File: config.mk
export PLATFORM = sky130hd
export DESIGN_NAME = evt_tmr
export DESIGN_NICKNAME = d
export VERILOG_FILES = /design/src/rtl/evt_tmr_pkg.sv /design/src/rtl/evt_tmr_regs.sv /design/src/rtl/evt_tmr_cnt.sv /design/src/rtl/evt_tmr_trig.sv /design/src/rtl/evt_tmr_act.sv /design/src/rtl/evt_tmr.sv
export SDC_FILE = /design/constraint.sdc
export NUM_CORES = 1
export LEC_CHECK = 0
export BUFFER_PORTS_ARGS = -buffer_cell sky130_fd_sc_hd__buf_4
export CORE_MARGIN = 2
export CORE_UTILIZATION = 45
export DETAILED_ROUTE_END_ITERATION = 6
export PLACE_DENSITY = 0.7
export SYNTH_ARGS = -nofsm -noshare
export SYNTH_HDL_FRONTEND = slang
export SYNTH_SLANG_ARGS = --single-unit
File: constraint.sdc
create_clock -name clk_i -period 2.65 [get_ports clk_i]
set_input_delay 0.265 -clock clk_i [delete_from_list [all_inputs] [get_ports clk_i]]
set_output_delay 0.265 -clock clk_i [all_outputs]
set_load 0.01 [all_outputs]
File: src/rtl/evt_tmr_pkg.sv
package evt_tmr_pkg;
  localparam int SEL_W    = 4;
  localparam int MAX_ST_W = 4;

  localparam logic [3:0] PG_CTRL  = 4'h0;
  localparam logic [3:0] PG_MATCH = 4'h1;
  localparam logic [3:0] PG_TRIG  = 4'h2;
  localparam logic [3:0] PG_SMASK = 4'h3;
  localparam logic [3:0] PG_SETM  = 4'h4;
  localparam logic [3:0] PG_CLRM  = 4'h5;
  localparam logic [3:0] PG_ACT   = 4'h6;

  typedef enum logic [1:0] {
    SRC_MATCH = 2'd0,
    SRC_RISE  = 2'd1,
    SRC_FALL  = 2'd2,
    SRC_HIGH  = 2'd3
  } src_e;

  typedef enum logic [1:0] {
    RES_KEEP = 2'd0,
    RES_SET  = 2'd1,
    RES_CLR  = 2'd2,
    RES_TGL  = 2'd3
  } res_e;

  typedef struct packed {
    logic [SEL_W-1:0] sel;
    src_e             src;
  } trig_t;

  typedef struct packed {
    logic                rev;
    logic                stop;
    logic                start;
    logic [MAX_ST_W-1:0] nxt;
    logic                ld;
  } act_t;
endpackage

File: src/rtl/evt_tmr_regs.sv
module evt_tmr_regs
  import evt_tmr_pkg::*;
#(
  parameter int CNT_W   = 16,
  parameter int DATA_W  = 16,
  parameter int N_EVT   = 8,
  parameter int N_MATCH = 4,
  parameter int N_STATE = 8,
  parameter int N_OUT   = 4
) (
  input  logic                              clk_i,
  input  logic                              rst_ni,
  input  logic                              we_i,
  input  logic [7:0]                        addr_i,
  input  logic [DATA_W-1:0]                 wdata_i,
  output logic                              ctrl_we_o,
  output logic                              ctrl_run_o,
  output logic                              bidir_o,
  output logic [N_OUT-1:0][1:0]             res_o,
  output logic [N_MATCH-1:0][CNT_W-1:0]     match_o,
  output trig_t [N_EVT-1:0]                 trig_o,
  output logic [N_EVT-1:0][N_STATE-1:0]     smask_o,
  output logic [N_EVT-1:0][N_OUT-1:0]       setm_o,
  output logic [N_EVT-1:0][N_OUT-1:0]       clrm_o,
  output act_t [N_EVT-1:0]                  act_o
);
  logic [3:0] page, idx;
  assign page = addr_i[7:4];
  assign idx  = addr_i[3:0];

  assign ctrl_we_o  = we_i && (page == PG_CTRL) && (idx == 4'd0);
  assign ctrl_run_o = wdata_i[0];

  always_ff @(posedge clk_i or negedge rst_ni) begin
    if (!rst_ni) begin
      bidir_o <= 1'b0;
      res_o   <= '0;
      match_o <= '0;
      trig_o  <= '0;
      smask_o <= '0;
      setm_o  <= '0;
      clrm_o  <= '0;
      act_o   <= '0;
    end else if (we_i) begin
      case (page)
        PG_CTRL: begin
          if (idx == 4'd0) bidir_o <= wdata_i[1];
          if (idx == 4'd1) res_o   <= wdata_i[2*N_OUT-1:0];
        end
        PG_MATCH:
          for (int m = 0; m < N_MATCH; m++)
            if (int'(idx) == m) match_o[m] <= wdata_i[CNT_W-1:0];
        default:
          for (int e = 0; e < N_EVT; e++) begin
            if (int'(idx) == e) begin
              case (page)
                PG_TRIG:  trig_o[e]  <= '{sel: wdata_i[7:4], src: src_e'(wdata_i[1:0])};
                PG_SMASK: smask_o[e] <= wdata_i[N_STATE-1:0];
                PG_SETM:  setm_o[e]  <= wdata_i[N_OUT-1:0];
                PG_CLRM:  clrm_o[e]  <= wdata_i[N_OUT-1:0];
                PG_ACT:   act_o[e]   <= '{rev: wdata_i[10], stop: wdata_i[9],
                                          start: wdata_i[8], nxt: wdata_i[7:4],
                                          ld: wdata_i[0]};
                default: ;
              endcase
            end
          end
      endcase
    end
  end
endmodule

File: src/rtl/evt_tmr_cnt.sv
module evt_tmr_cnt #(
  parameter int CNT_W = 16
) (
  input  logic             clk_i,
  input  logic             rst_ni,
  input  logic [CNT_W-1:0] limit_i,
  input  logic             bidir_i,
  input  logic             ctrl_we_i,
  input  logic             ctrl_run_i,
  input  logic             start_i,
  input  logic             stop_i,
  input  logic             rev_i,
  output logic [CNT_W-1:0] cnt_o,
  output logic             run_o,
  output logic             dn_o
);
  logic [CNT_W-1:0] cnt_nxt;
  logic             dn_auto, dn_nxt, run_nxt;

  always_comb begin
    cnt_nxt = cnt_o;
    dn_auto = dn_o;
    if (!dn_o) begin
      if (cnt_o >= limit_i) begin
        if (bidir_i && cnt_o != '0) begin
          cnt_nxt = cnt_o - 1'b1;
          dn_auto = 1'b1;
        end else begin
          cnt_nxt = '0;
        end
      end else begin
        cnt_nxt = cnt_o + 1'b1;
      end
    end else if (cnt_o == '0) begin
      cnt_nxt = CNT_W'(1);
      dn_auto = 1'b0;
    end else begin
      cnt_nxt = cnt_o - 1'b1;
    end
  end

  // reverse flips whatever direction this edge would otherwise leave
  assign dn_nxt = (run_o ? dn_auto : dn_o) ^ rev_i;

  always_comb begin
    run_nxt = run_o;
    if (ctrl_we_i) run_nxt = ctrl_run_i;
    if (start_i)   run_nxt = 1'b1;
    if (stop_i)    run_nxt = 1'b0;
  end

  always_ff @(posedge clk_i or negedge rst_ni) begin
    if (!rst_ni) begin
      cnt_o <= '0;
      run_o <= 1'b0;
      dn_o  <= 1'b0;
    end else begin
      if (run_o) cnt_o <= cnt_nxt;
      run_o <= run_nxt;
      dn_o  <= dn_nxt;
    end
  end
endmodule

File: src/rtl/evt_tmr_trig.sv
module evt_tmr_trig
  import evt_tmr_pkg::*;
#(
  parameter int CNT_W   = 16,
  parameter int N_MATCH = 4,
  parameter int N_STATE = 8,
  parameter int N_IN    = 4,
  localparam int ST_W   = (N_STATE > 1) ? $clog2(N_STATE) : 1
) (
  input  trig_t                          trig_i,
  input  logic [N_STATE-1:0]             smask_i,
  input  logic [ST_W-1:0]                state_i,
  input  logic [CNT_W-1:0]               cnt_i,
  input  logic                           run_i,
  input  logic [N_MATCH-1:0][CNT_W-1:0]  match_i,
  input  logic [N_IN-1:0]                pin_i,
  input  logic [N_IN-1:0]                pin_q_i,
  output logic                           fire_o
);
  logic hit;

  always_comb begin
    hit = 1'b0;
    case (trig_i.src)
      SRC_MATCH:
        for (int m = 0; m < N_MATCH; m++)
          if (int'(trig_i.sel) == m) hit = run_i && (cnt_i == match_i[m]);
      SRC_RISE:
        for (int k = 0; k < N_IN; k++)
          if (int'(trig_i.sel) == k) hit = pin_i[k] && !pin_q_i[k];
      SRC_FALL:
        for (int k = 0; k < N_IN; k++)
          if (int'(trig_i.sel) == k) hit = !pin_i[k] && pin_q_i[k];
      SRC_HIGH:
        for (int k = 0; k < N_IN; k++)
          if (int'(trig_i.sel) == k) hit = pin_i[k];
      default: hit = 1'b0;
    endcase
  end

  assign fire_o = hit && smask_i[state_i];
endmodule

File: src/rtl/evt_tmr_act.sv
module evt_tmr_act
  import evt_tmr_pkg::*;
#(
  parameter int N_EVT   = 8,
  parameter int N_STATE = 8,
  parameter int N_OUT   = 4,
  localparam int ST_W   = (N_STATE > 1) ? $clog2(N_STATE) : 1
) (
  input  logic                        clk_i,
  input  logic                        rst_ni,
  input  logic [N_EVT-1:0]            fire_i,
  input  logic [N_EVT-1:0][N_OUT-1:0] setm_i,
  input  logic [N_EVT-1:0][N_OUT-1:0] clrm_i,
  input  act_t [N_EVT-1:0]            act_i,
  input  logic [N_OUT-1:0][1:0]       res_i,
  output logic [N_OUT-1:0]            pin_o,
  output logic [N_EVT-1:0]            evt_o,
  output logic [ST_W-1:0]             state_o,
  output logic                        start_o,
  output logic                        stop_o,
  output logic                        rev_o
);
  logic [N_OUT-1:0] set_any, clr_any, pin_nxt;
  logic [ST_W-1:0]  st_nxt;

  always_comb begin
    set_any = '0;
    clr_any = '0;
    start_o = 1'b0;
    stop_o  = 1'b0;
    rev_o   = 1'b0;
    st_nxt  = state_o;
    // descending scan: lowest index loading the state wins
    for (int e = N_EVT - 1; e >= 0; e--) begin
      if (fire_i[e]) begin
        set_any = set_any | setm_i[e];
        clr_any = clr_any | clrm_i[e];
        start_o = start_o | act_i[e].start;
        stop_o  = stop_o  | act_i[e].stop;
        rev_o   = rev_o   | act_i[e].rev;
        if (act_i[e].ld) st_nxt = act_i[e].nxt[ST_W-1:0];
      end
    end
  end

  always_comb begin
    for (int k = 0; k < N_OUT; k++) begin
      case ({set_any[k], clr_any[k]})
        2'b10:   pin_nxt[k] = 1'b1;
        2'b01:   pin_nxt[k] = 1'b0;
        2'b11: begin
          case (res_e'(res_i[k]))
            RES_SET: pin_nxt[k] = 1'b1;
            RES_CLR: pin_nxt[k] = 1'b0;
            RES_TGL: pin_nxt[k] = !pin_o[k];
            default: pin_nxt[k] = pin_o[k];
          endcase
        end
        default: pin_nxt[k] = pin_o[k];
      endcase
    end
  end

  always_ff @(posedge clk_i or negedge rst_ni) begin
    if (!rst_ni) begin
      pin_o   <= '0;
      evt_o   <= '0;
      state_o <= '0;
    end else begin
      pin_o   <= pin_nxt;
      evt_o   <= fire_i;
      state_o <= st_nxt;
    end
  end
endmodule

File: src/rtl/evt_tmr.sv
module evt_tmr
  import evt_tmr_pkg::*;
#(
  parameter int CNT_W   = 16,
  parameter int DATA_W  = 16,
  parameter int N_EVT   = 8,
  parameter int N_MATCH = 4,
  parameter int N_STATE = 8,
  parameter int N_IN    = 4,
  parameter int N_OUT   = 4
) (
  input  logic              clk_i,
  input  logic              rst_ni,
  input  logic              cfg_we_i,
  input  logic [7:0]        cfg_addr_i,
  input  logic [DATA_W-1:0] cfg_wdata_i,
  input  logic [N_IN-1:0]   pin_i,
  output logic [N_OUT-1:0]  pin_o,
  output logic [N_EVT-1:0]  evt_o
);
  localparam int ST_W = (N_STATE > 1) ? $clog2(N_STATE) : 1;

  logic                          ctrl_we, ctrl_run, bidir_q;
  logic [N_OUT-1:0][1:0]         res_q;
  logic [N_MATCH-1:0][CNT_W-1:0] match_q;
  trig_t [N_EVT-1:0]             trig_q;
  logic [N_EVT-1:0][N_STATE-1:0] smask_q;
  logic [N_EVT-1:0][N_OUT-1:0]   setm_q, clrm_q;
  act_t [N_EVT-1:0]              act_q;

  logic [CNT_W-1:0] cnt_q;
  logic             run_q, dn_q;
  logic [ST_W-1:0]  state_q;
  logic [N_IN-1:0]  pin_q;
  logic [N_EVT-1:0] fire;
  logic             start_any, stop_any, rev_any;

  always_ff @(posedge clk_i or negedge rst_ni) begin
    if (!rst_ni) pin_q <= '0;
    else         pin_q <= pin_i;
  end

  evt_tmr_regs #(
    .CNT_W(CNT_W), .DATA_W(DATA_W), .N_EVT(N_EVT),
    .N_MATCH(N_MATCH), .N_STATE(N_STATE), .N_OUT(N_OUT)
  ) regs_i (
    .clk_i      (clk_i),
    .rst_ni     (rst_ni),
    .we_i       (cfg_we_i),
    .addr_i     (cfg_addr_i),
    .wdata_i    (cfg_wdata_i),
    .ctrl_we_o  (ctrl_we),
    .ctrl_run_o (ctrl_run),
    .bidir_o    (bidir_q),
    .res_o      (res_q),
    .match_o    (match_q),
    .trig_o     (trig_q),
    .smask_o    (smask_q),
    .setm_o     (setm_q),
    .clrm_o     (clrm_q),
    .act_o      (act_q)
  );

  evt_tmr_cnt #(.CNT_W(CNT_W)) cnt_i (
    .clk_i      (clk_i),
    .rst_ni     (rst_ni),
    .limit_i    (match_q[0]),
    .bidir_i    (bidir_q),
    .ctrl_we_i  (ctrl_we),
    .ctrl_run_i (ctrl_run),
    .start_i    (start_any),
    .stop_i     (stop_any),
    .rev_i      (rev_any),
    .cnt_o      (cnt_q),
    .run_o      (run_q),
    .dn_o       (dn_q)
  );

  for (genvar e = 0; e < N_EVT; e++) begin : g_evt
    evt_tmr_trig #(
      .CNT_W(CNT_W), .N_MATCH(N_MATCH), .N_STATE(N_STATE), .N_IN(N_IN)
    ) trig_i (
      .trig_i  (trig_q[e]),
      .smask_i (smask_q[e]),
      .state_i (state_q),
      .cnt_i   (cnt_q),
      .run_i   (run_q),
      .match_i (match_q),
      .pin_i   (pin_i),
      .pin_q_i (pin_q),
      .fire_o  (fire[e])
    );
  end

  evt_tmr_act #(.N_EVT(N_EVT), .N_STATE(N_STATE), .N_OUT(N_OUT)) act_i (
    .clk_i   (clk_i),
    .rst_ni  (rst_ni),
    .fire_i  (fire),
    .setm_i  (setm_q),
    .clrm_i  (clrm_q),
    .act_i   (act_q),
    .res_i   (res_q),
    .pin_o   (pin_o),
    .evt_o   (evt_o),
    .state_o (state_q),
    .start_o (start_any),
    .stop_o  (stop_any),
    .rev_o   (rev_any)
  );
endmodule

==> summary.md <==
| Metric | Value |
|---|---|
| Start of the worst register-to-register path | cnt_i.cnt_o[5] |
| Max-cap violations | 0 |
| Final #Nets | 1854 |
| First-pass GRT wire length | 83.2 mm |
| Flops & latches, synth | 342 |
| Placement Rows | 72 |
| Startpoint type of the worst setup path | register |
| Maximum single-stage delay on the critical path | 450 ps |
| Violations in the final reports | setup timing |
| Net count of the mapped netlist | 1589 |
| Data arrival, critical path | 3770 ps |
| Status | finished, violations left |
| Crit Path Category | reg -> reg |
| Cells along the critical path | buf_4, xnor2_2, nand4_1, nor3_2, buf_4, nand4b_1, a2111o_1, a21o_1, buf_6, o2111a_1, nor2b_1, nor3_1, a21o_1 |
| Sequential cell area | 8560 µm² |
| Kind of capture point of the worst setup path | register |
| Clock-pin transition on the worst setup and hold timing paths | 60 ps |
| Normalized max-slew margin | 11.5% |
| Height of the die | 203 µm |
| Family with the most delay on the worst path | compound AO/OA/AOI/OAI gates |
| Final min period | 3330 ps |
| Ys async rst share | 100% |
| Worst setup slack before clock tree synthesis | -822 ps |
| R2r worst-path depth | 13 |
| Initial antenna violation count | 0 |
| Largest driver fanout on the critical path | 4 |
| Count of pins on the block boundary | 43 |
| Reg-to-reg slack, setup | -680 ps |
| Commonest cells after routing, fill and taps aside | 341 x sky130_fd_sc_hd__dfrtp_1, 308 x sky130_fd_sc_hd__mux2_2, 275 x sky130_fd_sc_hd__buf_4, 89 x sky130_fd_sc_hd__nand2_1, 64 x sky130_fd_sc_hd__nor2_1 |
| Proportion of layout cells with a drive suffix above 1 | 43.8% |
| Portion of the clock cycle consumed by the worst path in the final layout | 126% |
| Crit path to | act_i.state_o[0] |
| Multi-input logic area | 9260 µm² |
| Peak Freq | 300 MHz |
| Critical path launch point | cnt_i.cnt_o[5] |
| Final setup slack of the worst path | -684 ps |
| Count of vias placed by the detailed router | 14200 |
| Wire length per cell after detailed routing | 22.9 µm |
| Yosys cell types | 87 |
| Number of DRC violations after detailed routing | 0 |
| CP bufs+invs | 3 |
| TritonCTS clock tree | yes |
| Commonest non-fill, non-tap cell in the layout | sky130_fd_sc_hd__dfrtp_1 |
| Vias in the first global route | 14200 |
| Die X | 203 µm |
| Leakage power | 0.0107 µW |
| Setup repair after global routing missed its margin | yes |
| Number of design-rule violations left by the first detailed-router iteration | 1216 |
| Overall power | 14200 µW |
| Detailed-router iteration count before antenna repair | 5 |
| Yosys Warn Count | 0 |
| Synthesized area | 17800 µm² |
| Routed Antenna Nets | 0 |
| Cell count after synthesis | 1539 |
| RePlAce Congestion | 0.894 |
| Core region area | 38900 µm² |
| Tot GR Track Use | 26.2% |
| Vias per cell | 6.02 |
| Final Max Slew Viols | 0 |
| Drt total wl | 53.7 mm |
| Pin count of the biggest net entering global routing | 96 |
| Flip-flop cell with the highest count after synthesis | sky130_fd_sc_hd__dfrtp_1 |
| Maximum count of clock buffers along a single path | 3 |
| Port Buffer Count | 42 |
| CP Data Required Time | 3080 ps |
| Transition time of the tightest slew-check pin | 1320 ps |
| Worst supply voltage drop on vdd | 534 µV |
| Worst min path class | in -> reg |
| Fraction of the yosys area taken by sequential cells | 48.0% |
| Worst-skew pair later-pin latency | 550 ps |
| Fin. Hold Viols | 0 |
| DIE AREA | 41200 µm² |
| Detail Placement HPWL | 36.2 mm |
| Initial cell density of the core | 45.8% |
| Total number of H-tree levels | 2 |
| Final setup violating endpoints | 22 |
| Overflow left after global routing | 0 |
| Mean instance size in the synthesized netlist | 11.6 µm² |
| Area Growth Syn to Fin | 27.7% |
| Setup Skew | 18.1 ps |
| Highest-delay cell along the critical path | sky130_fd_sc_hd__a2111o_1 |
| Fill cell count | 3055 |
| Critical register-to-register path endpoint | act_i.state_o[0] |
| Clk root buf | sky130_fd_sc_hd__clkbuf_16 |
| TritonCTS buffer count | 39 |
| Number of enable flip-flop cells after synthesis | 0 |
| Cell depth of the worst setup path | 13 |
| Sink Count | 342 |
| PwrDens | 622 nW/µm² |
==> how the worst min path moves through the flow <==
stage / startpoint / endpoint / cells past startpoint
final: cfg_wdata_i[11] / regs_i.match_o[59] / 2
after global routing: cfg_wdata_i[11] / regs_i.match_o[59] / 2
after CTS: cfg_wdata_i[11] / regs_i.match_o[27] / 2
after detailed placement: rst_ni / cnt_i.cnt_o[13] / 1
after global placement: rst_ni / regs_i.match_o[14] / 1
after floorplan: rst_ni / act_i.evt_o[0] / 0
==> cell usage after synthesis, types with 9 or more instances <==
| cell type | number | area (µm²) |
|---|---|---|
| sky130_fd_sc_hd__dfrtp_1 | 342 | 8560 |
| sky130_fd_sc_hd__mux2_2 | 308 | 3470 |
| sky130_fd_sc_hd__nand2_1 | 92 | 345 |
| sky130_fd_sc_hd__nor2_1 | 67 | 251 |
| sky130_fd_sc_hd__o21ai_0 | 57 | 285 |
| sky130_fd_sc_hd__clkbuf_1 | 55 | 206 |
| sky130_fd_sc_hd__inv_1 | 50 | 188 |
| sky130_fd_sc_hd__a21oi_1 | 36 | 180 |
| sky130_fd_sc_hd__xnor2_1 | 34 | 298 |
| sky130_fd_sc_hd__nand3_1 | 28 | 140 |
| sky130_fd_sc_hd__nand2b_1 | 26 | 163 |
| sky130_fd_sc_hd__nor3_1 | 25 | 125 |
| sky130_fd_sc_hd__and3_1 | 24 | 150 |
| sky130_fd_sc_hd__o211ai_1 | 21 | 158 |
| sky130_fd_sc_hd__nand4_1 | 20 | 125 |
| sky130_fd_sc_hd__ha_1 | 19 | 238 |
| sky130_fd_sc_hd__a31oi_1 | 17 | 106 |
| sky130_fd_sc_hd__buf_2 | 17 | 85.1 |
| sky130_fd_sc_hd__mux4_2 | 15 | 338 |
| sky130_fd_sc_hd__xor2_1 | 15 | 131 |
| sky130_fd_sc_hd__nand4b_1 | 13 | 114 |
| sky130_fd_sc_hd__nor2b_1 | 13 | 81.3 |
| sky130_fd_sc_hd__a22o_1 | 12 | 105 |
| sky130_fd_sc_hd__a222oi_1 | 11 | 110 |
| sky130_fd_sc_hd__and2_1 | 10 | 62.6 |
| sky130_fd_sc_hd__nor4_1 | 10 | 62.6 |
| sky130_fd_sc_hd__a21o_1 | 9 | 67.6 |
| sky130_fd_sc_hd__buf_4 | 9 | 67.6 |
| sky130_fd_sc_hd__mux2i_1 | 9 | 90.1 |
==> registers in the layout (all words and copies together), names as in the netlist <==
name / count
regs_i.setm_o: 32
cnt_i.run_o: 1
regs_i.smask_o: 64
cnt_i.cnt_o: 16
cnt_i.dn_o: 1
regs_i.bidir_o: 1
act_i.evt_o: 8
regs_i.act_o: 56
pin_q: 4
regs_i.trig_o: 48
regs_i.res_o: 8
act_i.pin_o: 4
act_i.state_o: 3
regs_i.clrm_o: 32
regs_i.match_o: 64
==> through the flow <==
stage                     cells  setup TNS, ps  util [%]  instance area (µm²)  hold WS [ps]
after floorplan            1539           -398         -                17900         -30.6
after global placement     2235          -9140      52.1                20300           354
after detailed placement   2235         -10870      52.1                20300           369
after CTS                  2334          -4070      57.3                22300          6.30
after global routing       2351          -7770      58.5                22800          11.9
final                      2352          -5260      58.5                22800          17.5
==> cell families after synthesis <==
family	share of synthesized area, %
flops	48.0
fa+ha+maj	1.33
compound gates	11.2
xor+xnor	2.59
simple gates	11.5
mux	21.8
buf+inv	3.49
==> timing repair <==
| item | in CTS | in global routing |
|---|---|---|
| pin swaps | 40 | 44 |
| hold buffers | 2 | 0 |
| hold endpoints to repair | 86 | 0 |
| setup buffers | 26 | 17 |
| resized for setup | 67 | 62 |
| cloned | 1 | 1 |
| endpoints found under the setup margin | 30 | 31 |
==> worst register-to-register path, cell delays in order, from the launching register on <==
cell	delay [ps]
sky130_fd_sc_hd__dfrtp_1	430
sky130_fd_sc_hd__buf_4	180
sky130_fd_sc_hd__xnor2_2	220
sky130_fd_sc_hd__nand4_1	180
sky130_fd_sc_hd__nor3_2	200
sky130_fd_sc_hd__buf_4	170
sky130_fd_sc_hd__nand4b_1	100
sky130_fd_sc_hd__a2111o_1	450
sky130_fd_sc_hd__a21o_1	270
sky130_fd_sc_hd__buf_6	160
sky130_fd_sc_hd__o2111a_1	260
sky130_fd_sc_hd__nor2b_1	140
sky130_fd_sc_hd__nor3_1	180
sky130_fd_sc_hd__a21o_1	290
==> power breakdown <==
group | internal [µW] | switching, µW
Sequential | 5500 | 251
Clock | 3860 | 2230
Combinational | 1090 | 1230
==> layout make-up <==
cell class                 instances  share of cell area, %
inverter                          51                  0.874
clock inverter                    18                   1.49
antenna                            1                 0.0110
tap                              518                   2.85
multi-input combinational       1056                   40.6
sequential                       342                   37.6
clock buffer                      52                   4.91
timing repair buffer             314                   11.6
==> routing by layer <==
| metal | wire [µm] | GRT usage, % |
|---|---|---|
| met1 | 23100 | 36.3 |
| met2 | 24400 | 40.6 |
| met3 | 4270 | 6.05 |
| met4 | 1890 | 9.15 |
| met5 | 0 | 0 |
(Power assumes the default switching activity.)
